**config.mk**
```make
export PLATFORM = sky130hd
export DESIGN_NAME = branch_ctrl
export DESIGN_NICKNAME = d
export VERILOG_FILES = /design/src/rtl/branch_ctrl.sv
export SDC_FILE = /design/constraint.sdc
export NUM_CORES = 1
export LEC_CHECK = 0
export ABC_AREA = 1
export BUFFER_PORTS_ARGS = -buffer_cell sky130_fd_sc_hd__buf_2
export CAP_MARGIN = 20
export CORE_AREA = 4 4 41 43
export CTS_CLUSTER_SIZE = 28
export DETAILED_ROUTE_END_ITERATION = 16
export DIE_AREA = 0 0 45 47
export PLACE_DENSITY = 0.46
export SYNTH_ARGS = -nofsm -noshare
export SYNTH_HDL_FRONTEND = slang
export SYNTH_SLANG_ARGS = --single-unit
```
**constraint.sdc**
```tcl
create_clock -name clk -period 0.9 [get_ports clk]
set_clock_uncertainty 0.05 [all_clocks]
set_input_delay 0.045 -clock clk [delete_from_list [all_inputs] [get_ports clk]]
set_output_delay 0.045 -clock clk [all_outputs]
set_load 0.01 [all_outputs]
```
**src/rtl/branch_ctrl.sv**
```systemverilog
module branch_ctrl (
  input  logic clk,
  input  logic rst_n,
  input  logic loop_mode,
  input  logic go,
  output logic done,
  output logic cond_go,
  input  logic cond_done,
  input  logic cond_val,
  output logic then_go,
  input  logic then_done,
  output logic else_go,
  input  logic else_done
);

  logic cond_seen;
  logic cond_bit;
  logic done_q;

  logic active, cond_fin, then_fin, else_fin, loop_exit, finish;

  assign active    = go & ~done_q;
  assign cond_go   = active & ~cond_seen;
  assign then_go   = active & cond_seen & cond_bit;
  assign else_go   = active & cond_seen & ~cond_bit & ~loop_mode;
  assign done      = done_q;

  assign cond_fin  = cond_go & cond_done;
  assign then_fin  = then_go & then_done;
  assign else_fin  = else_go & else_done;
  assign loop_exit = active & cond_seen & ~cond_bit & loop_mode;
  assign finish    = loop_mode ? loop_exit : (then_fin | else_fin);

  always_ff @(posedge clk) begin
    if (!rst_n) begin
      cond_seen <= 1'b0;
      cond_bit  <= 1'b0;
      done_q    <= 1'b0;
    end else begin
      done_q <= finish;
      if (finish) begin
        cond_seen <= 1'b0;
        cond_bit  <= 1'b0;
      end else if (cond_fin) begin
        cond_seen <= 1'b1;
        cond_bit  <= cond_val;
      end else if (loop_mode && then_fin) begin
        cond_seen <= 1'b0;
        cond_bit  <= 1'b0;
      end
    end
  end

endmodule

```
Word level (Yosys, flattened, before mapping)
Cells that the tools add are included.
- reduce and logical (&&, ||, !) cells: 3
- bitwise operators: 16
- mux-type cells: 4
- operators by type and width (kind ; count):
    1-bit AND ; 10
    1-bit inverter ; 5
    1-bit 2-to-1 mux ; 4
    2-bit nonzero test ; 1
    2-bit OR reduction ; 1
    1-bit logical AND ; 1
    1-bit bitwise OR ; 1
- bits of input ports: 8
- bits in registers: 3
- word-level logic and storage cells: 26

Longest topological paths before layout
- depth after elaboration: 9
- gate-level depth with buffers: 6
- gate-level depth less buffers: 6

Worst setup path before layout
OpenSTA, ideal clock, no wires.
- path kind: reg2reg
- from: reg done_q (netlist: done)
- to: reg cond_bit
- stages on the path, launching flop included: 7
- buffers on the path: 0
- path slack: -0.155 ns
- arrival: 0.890 ns
- cells stage by stage: dfxtp_1 -> inv_1 -> nand3_2 -> nor2_4 -> nand3_2 -> a21oi_1 -> nor2_1
- elaborated cells between the ends (all ways): 17
- those cells by class: mux: 2; bitwise: 12; reduce/logical: 3
- RTL lines (element ; line ; RTL):
    start, declared ; 18 ; logic done_q;
    start signal, assigned ; 40 ; done_q <= finish;
    1-bit inverter * ; 22 ; assign active = go & ~done_q;
    1-bit AND * ; 22 ;
    1-bit AND * (2 in a row) ; 24 ; assign then_go = active & cond_seen & cond_bit;
    named net then_go ; 10 ; output logic then_go,
    1-bit AND * ; 29 ; assign then_fin = then_go & then_done;
    1-bit bitwise OR ; 32 ; assign finish = loop_mode ? loop_exit : (then_fin | else_fin);
    1-bit 2-to-1 mux ; 32 ;
    2-bit OR reduction (no source line) ; - ;
    end signal, assigned ; 46 ; cond_bit <= cond_val;
    end, declared ; 17 ; logic cond_bit;
Mark *: on every way through the listed nets, which the timed path passes. The rest lies on a longest branch.
A chain may end at the register's enable or synchronous reset.

Worst setup path in the final report
- from: reg done_q (netlist: done)
- to: out cond_go
- word-level cells in the longest chain between the ends: 3
- RTL lines (element ; line ; RTL):
    1-bit inverter ; 22 ;
    1-bit AND ; 22 ;
    1-bit AND ; 23 ; assign cond_go = active & ~cond_seen;
    end, declared ; 7 ; output logic cond_go,
No other way between the ends.

==> results summary <==
The mean post-synth cell area came out at approximately 7.4 um2. The worst setup path is of the register to primary output kind. The first detailed-routing pass took 4 iterations.

Detailed routing inserted a total of roughly 230 vias. The static power due to leakage is between 0.00015 and 0.0002 uW. The number of antenna violations at the first check in global routing came to 0.

The synthesized design contains 0 enable-type register cells. The worst slew margin relative to its limit came out at 0.847. The clock network fraction of design power came out at 0.480. The overall die width is about 45 um. Buffers placed on the I/O ports in this run total 11.

The share of cells above drive strength 1 is 0.698. The most used flip-flop cell after synthesis is dfxtp_1. The internal power consumption is ~360 uW. The count of antenna-violating nets left after detailed routing came out at 0.

For the worst setup path, the data arrival time is 0.98 ns. Dividing the detail-routed via count by the number of cells gives 4.00. In this run the number of H-tree levels came out at 1.

The actual transition at the worst max-transition pin is approximately 0.23 ns. Dividing the detail-routed wire length by the instance count gives approximately 8.7 um. Setup violations remaining at the end of the flow were counted as 6. TritonCTS built the clock tree. The DRC marker count from the first detailed-route iteration is 2.

The final hold violation count came out at 0. In the global route stage, overall resource usage came out at 0.0632. The final weighted congestion of routability-driven global placement is around 0.63. The final reports fail on setup timing.

The flip-flop and latch count after synthesis is 3. The worst vdd rail ir drop is around 0.31 mV. The total die area came out at around 2100 um2.

The sequential cell fraction of total power is 0.312. The buffers plus inverters on the worst setup path came out at 3. After layout, the minimum clock period comes to approximately 1.1 ns.

The final-report max-slew violation count came out at 0. The worst setup path is captured at a primary output. The number of distinct standard cells referenced by the synthesized netlist came out at 13. The antenna diode instance count came out at 0. The share of synthesized area in the top cell type comes to 0.314. In this run the vertical extent of the chip is around 47 um. Of all cell types, the one taking the most synthesized area is dfxtp_1. The clock network latency to the later pin of the worst-skew pair came out at about 0.23 ns. The slowest stage of the critical path belongs to the cell dfxtp_2.

The final core utilization is 0.271. The switching component of the power is 126 uW. The critical path goes through inv_2, nand2_2, nor2_2, buf_4, buf_6. The area occupied by multi-input gates is 146 um2.

The startpoint kind of the worst setup timing path is a register. The run finished, with violations left. The max-capacitance violation count came out at 0.

The number of placement rows is 13. The switching part of the total came out at 0.257. The first-pass GRT wire length is 855 um. Ranked by instance count, the synthesized netlist is headed by inv_1 (4), nor2_1 (4), dfxtp_1 (3), nand3_2 (3). The class of the tightest hold or removal check is input pin to register.

The required arrival time at the worst endpoint is around 0.81 ns. The clock net in this run drives a total of 3 sinks. The remaining design rule violation count came out at 0. The share of the cycle needed by the critical path after routing came out at 1.19.

Across all register-to-register paths, the minimum setup slack is -0.13 ns. No sink is reached through more buffers than the 2 on the longest clock path. Of all flip-flops after synthesis, the portion carrying an async set or reset was 0. The design draws 489 uW.

The maximum cell stage delay along the critical path came out at about 0.31 ns. The logic gate share of total power came out at 0.209. The net count reported at finish is 52.

The register cell area after layout came out at 66.3 um2. Setup repair after global routing could not meet its margin everywhere. The post-layout instance count excluding filler cells came out at 58. In this run the power density over the cells is around 1400 nW/um2.

The standard cell core area is ~1300 um2. The area added between synthesis and finish is 84.3%. The cell count after synthesis came out at 26. After layout, the worst setup slack is -0.172 ns.

The netlist area before placement came out at roughly 190 um2. The count of hold-fix buffers inserted at cts came out at 0. In the post-synthesis netlist, the biggest area contributors are dfxtp_1 (31%), nand3_2 (16%), inv_1 (7.8%). The number of placed instances, taps included, is 54. The maximum number of pins on one net before global-route repair is 5. For this run, the register share of the synthesized area comes to 0.314.

Along the worst path, the maximum fanout reaches 2. For this configuration, the core starts out at a cell density of 0.147. The number of nets in the synthesized netlist is 34.

The top-level I/O count is 12. Before CTS, the worst setup slack after placement is -0.124 ns. The cell family contributing the most delay on the critical path is flip-flops.

Final hold analysis gives a worst-case slack of about 0.030 ns. The clock slew seen by the registers of the worst setup and hold paths came out at about 0.03 ns. The Yosys step of the flow raised 0 warnings. The total overflow left after global routing is 0.

The layout has 161 filler cells. The number of clock buffers added by TritonCTS is 3. Timing would allow up to around 930 MHz.

The buffer type at the clock tree root is clkbuf_4. The via count of the first global-routing pass is 241. The total length of routed wires came out at between 500 and 600 um.
## worst reg2reg max path, cell delays in order (launching register included)
cell     delay (ns)
dfxtp_2        0.31
inv_2          0.07
nand3_4        0.09
nor2_4         0.12
nand3_2        0.11
a21oi_2        0.13
nor2_1         0.04
## cells in the final DEF, fill, tap and decap left out, types with 2 or more instances in the layout
| cell | n |
|---|---|
| buf_6 | 2 |
| clkbuf_4 | 3 |
| nand3_2 | 2 |
| dfxtp_2 | 2 |
| buf_2 | 10 |
| inv_1 | 3 |
| nor2_1 | 3 |
| a21oi_2 | 2 |
| nand3_1 | 2 |
## path summary, 6_finish.rpt
path | startpoint | end | depth (start not counted)
worst max register to register | done | cond_seen | 6
worst max-delay path | done | cond_go | 5
worst min register to register | cond_seen | cond_seen | 2
worst min-delay path | rst_n | cond_seen | 3
## through the flow
stage | TNS [ns] | instance area [um2]
2_1_floorplan | -0.281 | 201
3_3_place_gp | -0.265 | 290
3_5_place_dp | -0.281 | 290
4_1_cts | -0.901 | 344
5_1_grt | -1.21 | 353
6_report | -0.782 | 353
## sequential cells by signal, summed over array words and instances, names as in the netlist
name and cells:
cond_bit 1, cond_seen 1, done 1
## cell families after synthesis
family | count (synthesis) | synth area share
flip-flops | 3 | 0.314
buffers and inverters | 4 | 0.0784
AO/OA/AOI/OAI | 3 | 0.0915
AND/OR/NAND/NOR | 16 | 0.516
## power groups by stage
stage	registers [uW]	logic [uW]	clock network [uW]
3_3_place_gp	152	84.0	0
4_1_cts	152	98.8	247
2_1_floorplan	153	39.7	0
6_report	152	102	234
5_1_grt	154	114	245
3_5_place_dp	152	84.5	0
## per-layer routing
metal	share of wire	vias up	track usage
met2	0.49	8	0.102
met5	0	-	0
met3	0.13	2	0.0268
met1	0.36	100	0.0500
met4	0.0079	0	0.0877
li1	-	122	-
## repair_timing
action	CTS	global route
cloned	0	0
endpoints found under the setup margin	6	6
resized for setup	8	2
pin swaps	3	2
buffers inserted	0	0
## layout make-up
cell class,count,area share
well taps,15,0.0532
inverters,4,0.0426
flip-flops and latches,3,0.188
repair buffers,13,0.227
multi-input cells,19,0.415
clock buffers,4,0.0745
Note: power is estimated with default switching activity, not from simulation.
